File: config.mk
export PLATFORM = sky130hd
export DESIGN_NAME = burst_addr_gen
export DESIGN_NICKNAME = d
export VERILOG_FILES = /design/src/rtl/burst_pkg.sv /design/src/rtl/req_checker.sv /design/src/rtl/addr_stepper.sv /design/src/rtl/beat_counter.sv /design/src/rtl/burst_addr_gen.sv
export SDC_FILE = /design/constraint.sdc
export NUM_CORES = 1
export LEC_CHECK = 0
export ABC_AREA = 1
export BUFFER_PORTS_ARGS = -buffer_cell sky130_fd_sc_hd__buf_2
export CAP_MARGIN = 20
export CORE_MARGIN = 2
export CORE_UTILIZATION = 25
export DETAILED_ROUTE_END_ITERATION = 16
export SYNTH_ARGS = -nofsm -noshare
export SYNTH_HDL_FRONTEND = slang
export SYNTH_SLANG_ARGS = --single-unit
File: constraint.sdc
create_clock -name clk -period 4.15 [get_ports clk]
set_input_delay 0.415 -clock clk [delete_from_list [all_inputs] [get_ports clk]]
set_output_delay 0.415 -clock clk [all_outputs]
set_load 0.01 [all_outputs]
File: src/rtl/burst_pkg.sv
package burst_pkg;

    typedef struct packed {
        logic [2:0] size;
        logic [1:0] len;
        logic       wrap;
    } burst_cfg_t;

    localparam int CNT_W = 4;

    // Remaining beats after the first one: 3, 7 or 15.
    function automatic logic [CNT_W-1:0] beats_minus1(input logic [1:0] len);
        return CNT_W'((4 << len) - 1);
    endfunction

    // log2 of the wrap window in bytes.
    function automatic logic [3:0] win_log2(input logic [1:0] len, input logic [2:0] size);
        return 4'(len) + 4'd2 + 4'(size);
    endfunction

endpackage

File: src/rtl/req_checker.sv
module req_checker #(
    parameter int ADDR_W = 32
) (
    input  logic [ADDR_W-1:0] addr_i,
    input  logic [2:0]        size_i,
    input  logic [1:0]        len_i,
    output logic              bad_o
);
    logic [ADDR_W-1:0] low_mask;

    always_comb begin
        low_mask = (ADDR_W'(1) << size_i[1:0]) - ADDR_W'(1);
        bad_o    = size_i[2] || (len_i == 2'd3) || ((addr_i & low_mask) != '0);
    end
endmodule

File: src/rtl/addr_stepper.sv
module addr_stepper
    import burst_pkg::*;
#(
    parameter int ADDR_W = 32
) (
    input  logic [ADDR_W-1:0] addr_i,
    input  burst_cfg_t        cfg_i,
    output logic [ADDR_W-1:0] next_o
);
    logic [ADDR_W-1:0] bytes;
    logic [ADDR_W-1:0] win_mask;
    logic [ADDR_W-1:0] sum;

    always_comb begin
        bytes    = ADDR_W'(1) << cfg_i.size[1:0];
        win_mask = (ADDR_W'(1) << win_log2(cfg_i.len, cfg_i.size)) - ADDR_W'(1);
        sum      = addr_i + bytes;
        if (cfg_i.wrap)
            next_o = (addr_i & ~win_mask) | (sum & win_mask);
        else
            next_o = sum;
    end
endmodule

File: src/rtl/beat_counter.sv
module beat_counter
    import burst_pkg::*;
(
    input  logic             clk,
    input  logic             rst,
    input  logic             load_i,
    input  logic [1:0]       len_i,
    input  logic             dec_i,
    output logic             zero_o
);
    logic [CNT_W-1:0] remain;

    always_ff @(posedge clk) begin
        if (rst)
            remain <= '0;
        else if (load_i)
            remain <= beats_minus1(len_i);
        else if (dec_i)
            remain <= remain - 1'b1;
    end

    assign zero_o = (remain == '0);

    AST_NO_UNDERFLOW: assert property (@(posedge clk) disable iff (rst)
        dec_i && !load_i |-> remain != '0);
endmodule

File: src/rtl/burst_addr_gen.sv
module burst_addr_gen
    import burst_pkg::*;
#(
    parameter int ADDR_W = 32
) (
    input  logic              clk,
    input  logic              rst,
    input  logic              req_start,
    input  logic [ADDR_W-1:0] req_addr,
    input  logic [2:0]        req_size,
    input  logic [1:0]        req_len,
    input  logic              req_wrap,
    input  logic              advance,
    output logic [ADDR_W-1:0] cur_addr,
    output logic              active,
    output logic              final_beat,
    output logic              req_err
);
    burst_cfg_t        cfg_q;
    logic [ADDR_W-1:0] addr_q;
    logic [ADDR_W-1:0] addr_nx;
    logic              active_q;
    logic              err_q;
    logic              bad;
    logic              cnt_zero;
    logic              load;
    logic              step;

    req_checker #(.ADDR_W(ADDR_W)) u_chk (
        .addr_i (req_addr),
        .size_i (req_size),
        .len_i  (req_len),
        .bad_o  (bad)
    );

    addr_stepper #(.ADDR_W(ADDR_W)) u_step (
        .addr_i (addr_q),
        .cfg_i  (cfg_q),
        .next_o (addr_nx)
    );

    assign load = req_start && !bad;
    assign step = !req_start && active_q && advance && !cnt_zero;

    beat_counter u_cnt (
        .clk    (clk),
        .rst    (rst),
        .load_i (load),
        .len_i  (req_len),
        .dec_i  (step),
        .zero_o (cnt_zero)
    );

    always_ff @(posedge clk) begin
        if (rst) begin
            addr_q   <= '0;
            cfg_q    <= '0;
            active_q <= 1'b0;
            err_q    <= 1'b0;
        end else begin
            err_q <= req_start && bad;
            if (req_start) begin
                active_q <= !bad;
                if (!bad) begin
                    addr_q <= req_addr;
                    cfg_q  <= '{size: req_size, len: req_len, wrap: req_wrap};
                end
            end else if (active_q && advance) begin
                if (cnt_zero)
                    active_q <= 1'b0;
                else
                    addr_q <= addr_nx;
            end
        end
    end

    assign cur_addr   = addr_q;
    assign active     = active_q;
    assign final_beat = active_q && cnt_zero;
    assign req_err    = err_q;

    AST_ERR_IDLE: assert property (@(posedge clk) disable iff (rst)
        req_err |-> !active);
    AST_LOAD_ADDR: assert property (@(posedge clk) disable iff (rst)
        req_start && !bad |=> active && cur_addr == $past(req_addr));
    AST_IDLE_STAYS: assert property (@(posedge clk) disable iff (rst)
        !active && !req_start |=> !active && !req_err);
    AST_FINAL_ENDS: assert property (@(posedge clk) disable iff (rst)
        final_beat && advance && !req_start |=> !active);
    AST_HOLD: assert property (@(posedge clk) disable iff (rst)
        active && !advance && !req_start |=> $stable(cur_addr) && $stable(final_beat));
    AST_WRAP_WINDOW: assert property (@(posedge clk) disable iff (rst)
        active && cfg_q.wrap && advance && !final_beat && !req_start
        |=> (cur_addr >> win_log2(cfg_q.len, cfg_q.size))
            == ($past(cur_addr) >> win_log2($past(cfg_q.len), $past(cfg_q.size))));
    AST_INCR_STEP: assert property (@(posedge clk) disable iff (rst)
        active && !cfg_q.wrap && advance && !final_beat && !req_start
        |=> cur_addr - $past(cur_addr) == (ADDR_W'(1) << $past(cfg_q.size[1:0])));
endmodule

==> out/qor.yml, run 1 <==
grt_start_max_net_pins: 45
drtAntennaViolNets: 0
final_util: 0.300
yosys.area.top_type: "nand2_1"
fin_tns_setup_ns: 0
endpoint_kind: "register"
nNetsFinal: 853
firstDrtPassIters: 5
post-route-drc-count: 0
avgViaCountPerCell: 4.66
status: "complete, no violations"
start_util: 0.254
die_w_um: 131
areaGrowthSynthToFinish_pct: 18.1
netlist_top_cells_area: "nand2_1 24%, dfxtp_1 22%, nor2_1 11%, nand3_1 9.6%, inv_1 7.2%"
synth_most_common_cell: "nand2_1"
overflow: 0
n_antenna_cell: 0
fin_crit_sh: 0.760
async_reset_ff_frac: 0
syn-mean-instance-area_um2: 5.45
clock-skew-final_ns: 0.00802
leakagePower_uw: 0.00224
fin_crit_ns: 3.15
setup_viol: 0
slew_headroom: 0.359
cts.sinks: 44
num_rows: 46
final_cells: 1014
cap_violations: 0
hold_buffers: 0
synth_cell_types: 35
synth_commonest_cells: "260 x nand2_1, 118 x nor2_1, 77 x inv_1, 77 x nand3_1, 44 x dfxtp_1"
antenna_found_initial: 0
syn-cell-area_um2: 4000
whs_ns: 0.390
h-tree-depth: 2
die_h_um: 131
path_max_fanout: 11
cts_buffer_depth: 2
ys.warnings.count: 0
port_buffers: 76
cts_root_buf: "clkbuf_16"
wl_um: 13600
cts_tree: "built"
dp_hpwl_um: 10500
final_layout_size_suffix_gt1_frac: 0.135
slew_violations: 0
cts_setup_buffers: 0
grt_pass1_vias: 4285
worst_pin_slew_ns: 0.961
sw_frac_of_total: 0.307
intPower_uw: 804
ys.flop_type: "dfxtp_1"
placed_cells: 1006
grtUsageTotal: 0.161
crit_path_start_kind: "register"
power.net_switching_uw: 356
synth-seq-area-share: 0.220
clkPwrFrac: 0.407
fp.coreArea_um2: 15800
rsz0062_at_grt: "false"
total_power_uw: 1160
hp-class: "in -> reg"
clkTransAtPathRegs_ns: 0.07
pwr-share-comb: 0.196
netlist_instances: 734
cts-resized-gates: 0
required_ns: 4.35
drt-initial-drc-count: 334
gp_congestion: 0.871
die-area_um2: 17000
r2r_slack_ns: 1.0
synth_top_area_share: 0.244
hold_violations: 0
ys_ff_latch: 44
fmax_mhz: 317
synth_nets: 790
arrival_ns: 3.35
cts_buffers: 5
ir_worst_vdd_uv: 159
vias: 4725
synth_edf_count: 0
io_pins: 77
insertion_delay_ns: 0.30
wl_per_cell_um: 13.4
grt_pass1_wl_um: 21600
critPathKind: "reg -> reg"
power.density_nw_per_um2: 245
seq_power_share: 0.398
## placed cells by master, fill, tap and decap left out, drive strengths merged, types with 4 or more instances in the layout
cell type	netlist	layout
xor2	4	4
buf	9	77
dfxtp	44	44
nand3	78	78
inv	80	80
nand2	267	267
nand4	12	12
nor2	123	123
a21oi	33	33
ha	12	12
o21ai	27	27
nor3	13	13
clkbuf	12	6
or2	5	5
## power groups by stage
stage	registers, uW	clock network, uW	logic [uW]
floorplan	470	0	147
global placement	471	0	225
detailed placement	471	0	226
CTS	461	480	227
global route	464	498	259
finish	461	472	227
## cell families after synthesis
logic type / synth area share
muxes: 0.00250
buffers and inverters: 0.102
AOI/OAI and AO/OA: 0.0951
DFF: 0.220
and+or+nand+nor: 0.524
xor gates and xnor gates: 0.00875
adders and majority gates: 0.0475
## routing by layer
layer  global-route usage  part of all wire  wire length (um)  vias to the layer above
met1                0.225              0.49              6700                     2138
met4               0.0463             0.020               278                        0
met5                    0                 0                 0                        -
met2                0.254              0.43              5800                      122
li1                     -                 -                 -                     2447
met3               0.0297             0.060               811                       18
## through the flow
stage	setup slack, ns	cell area [um2]
floorplan	1.67	4000
global placement	1.17	4560
detailed placement	1.05	4560
CTS	1.03	4720
global route	0.723	4720
finish	0.996	4720
## worst max-delay path, cell delays in order (launching register included)
cell and delay, ns:
dfxtp_1 0.40, ha_1 0.21, inv_1 0.06, fa_1 0.71
inv_1 0.15, nor2_1 0.22, nand2_1 0.11, nor2_1 0.15
inv_1 0.10, ha_1 0.25, nand3_1 0.21, nand2_1 0.08
inv_1 0.08, nand3_1 0.07, nand2_1 0.11, nand2_1 0.06
nand2_1 0.05, nor2_1 0.04
## final timing paths
check | startpoint | end | depth (start not counted)
min | req_len[0] | cfg_q[1] | 3
min reg2reg | u_cnt.remain[0] | u_cnt.remain[0] | 2
max | cfg_q[3] | register | 17
max reg2reg | cfg_q[3] | register | 17
## final cells by class
class	instances	area, um2
Timing Repair Buffer	77	388
Multi-Input combinational cell	587	2710
Sequential cell	44	881
Inverter	82	308
Fill cell	1878	11000
Clock buffer	6	129
Tap cell	216	270
Clock inverter	2	35.0
No activity file was read; power rests on OpenSTA's default activity.
==> run 2, diff against run 1 <==
Clock period 4.15 ns to 3 ns, I/O delays scaled along.
==> out/qor.yml, run 2 (synthesis results as in run 1) <==
fmax_mhz: 369
antenna_found_initial: 0
nNetsFinal: 857
grt_pass1_vias: 4210
dp_hpwl_um: 10700
whs_ns: 0.256
hold_violations: 0
ff_latch_area_um2: 882
startpoint: "cfg_q[3]"
h-tree-depth: 2
vias: 4667
final_cell_mix: "260 x nand2_1, 117 x nor2_1, 77 x inv_1"
num_rows: 46
critPathKind: "reg -> reg"
hold_buffers: 0
insertion_delay_ns: 0.31
crit_path_start_kind: "register"
status: "complete, no violations"
avgViaCountPerCell: 4.58
cpPeakStageDelay_ns: 0.49
die_h_um: 131
rsz0062_at_grt: "false"
overflow: 0
fp.coreArea_um2: 15800
wl_per_cell_um: 13.3
areaGrowthSynthToFinish_pct: 18.7
final_layout_size_suffix_gt1_frac: 0.145
critPathTopFamily: "simple AND/OR/NAND/NOR gates"
drtAntennaViolNets: 0
path_cells: "ha_1 -> inv_1 -> fa_1 -> inv_1 -> nor2_2 -> nand2_1 -> nor2_1 -> inv_1 -> ha_1 -> inv_1 -> nand3_1 -> nand2_1 -> inv_1 -> nand3_1 -> nand2_1 -> nand2_1 -> nand2_1 -> nor2_1"
grt_pass1_wl_um: 21700
fin_crit_ns: 2.71
setup_viol: 0
power.density_nw_per_um2: 327
fin_crit_sh: 0.903
hp-class: "in -> reg"
crit_slowest_cell: "fa_1"
start_util: 0.254
cap_violations: 0
leakagePower_uw: 0.00226
layout_commonest_cell: "nand2_1"
arrival_ns: 2.96
drt-initial-drc-count: 432
required_ns: 3.25
fin_tns_setup_ns: 0
r2r_start: "cfg_q[3]"
n_antenna_cell: 0
crit_buf_inv: 5
fillerInstances: 1871
path_max_fanout: 6
cts_tree: "built"
grt_start_max_net_pins: 41
cts_root_buf: "clkbuf_16"
die_w_um: 131
port_buffers: 76
cts_buffer_depth: 2
wl_um: 13500
firstDrtPassIters: 6
post-route-drc-count: 0
multiInputGateArea_um2: 2720
endpoint_kind: "register"
cts_buffers: 5
io_pins: 77
slew_headroom: 0.607
hold_start: "req_len[0]"
die-area_um2: 17000
grtUsageTotal: 0.164
cts.sinks: 44
ir_worst_vdd_uv: 175
worst_pin_slew_ns: 0.587
slew_violations: 0
clock-skew-final_ns: 0.0116
clkTransAtPathRegs_ns: 0.07
gp_congestion: 0.898
run 2: metrics by stage:
| stage | utilization | total power, uW | instances | instance area, um2 | worst slack [ns] |
|---|---|---|---|---|---|
| floorplan | - | 853 | 734 | 4000 | 0.523 |
| global placement | 0.291 | 966 | 1010 | 4590 | 0.327 |
| detailed placement | 0.291 | 968 | 1010 | 4590 | 0.256 |
| CTS | 0.301 | 1570 | 1018 | 4740 | 0.233 |
| global route | 0.301 | 1640 | 1018 | 4750 | 0.0130 |
| finish | 0.301 | 1550 | 1018 | 4750 | 0.292 |
run 2: repair_timing:
action                     4_1_cts  5_1_grt
gates resized for setup          0        3
setup endpoints to repair        0       12
hold endpoints to repair         0        0
buffers inserted                 0        0
run 2: area by class of cell:
| class | instances | area share |
|---|---|---|
| clock buffers | 6 | 0.0292 |
| inverters | 82 | 0.0648 |
| flip-flops and latches | 44 | 0.186 |
| multi-input cells | 587 | 0.573 |
| clock inverters | 2 | 0.00211 |
| well taps | 216 | 0.0569 |
| repair buffers | 81 | 0.0880 |
run 2: worst paths after layout:
path,to,slack (ns),cells past startpoint
max,register,0.29,18
min,cfg_q[1],0.26,3
max reg2reg,register,0.29,18
min reg2reg,cfg_q[5],0.46,2
run 2: tightest hold or removal path, stage by stage:
cell and delay [ns]:
buf_2 0.11, nand2_1 0.06, a21oi_1 0.05
run 2: where the power goes:
| part | switching (uW) | internal [uW] |
|---|---|---|
| clock | 269 | 330 |
| sequential | 29.7 | 608 |
| combinational | 204 | 114 |
run 2: routing by layer:
layer  track usage  wire length (um)
met5             0                 0
met4        0.0444               192
met3        0.0285               849
met2         0.250              5760
met1         0.238              6720
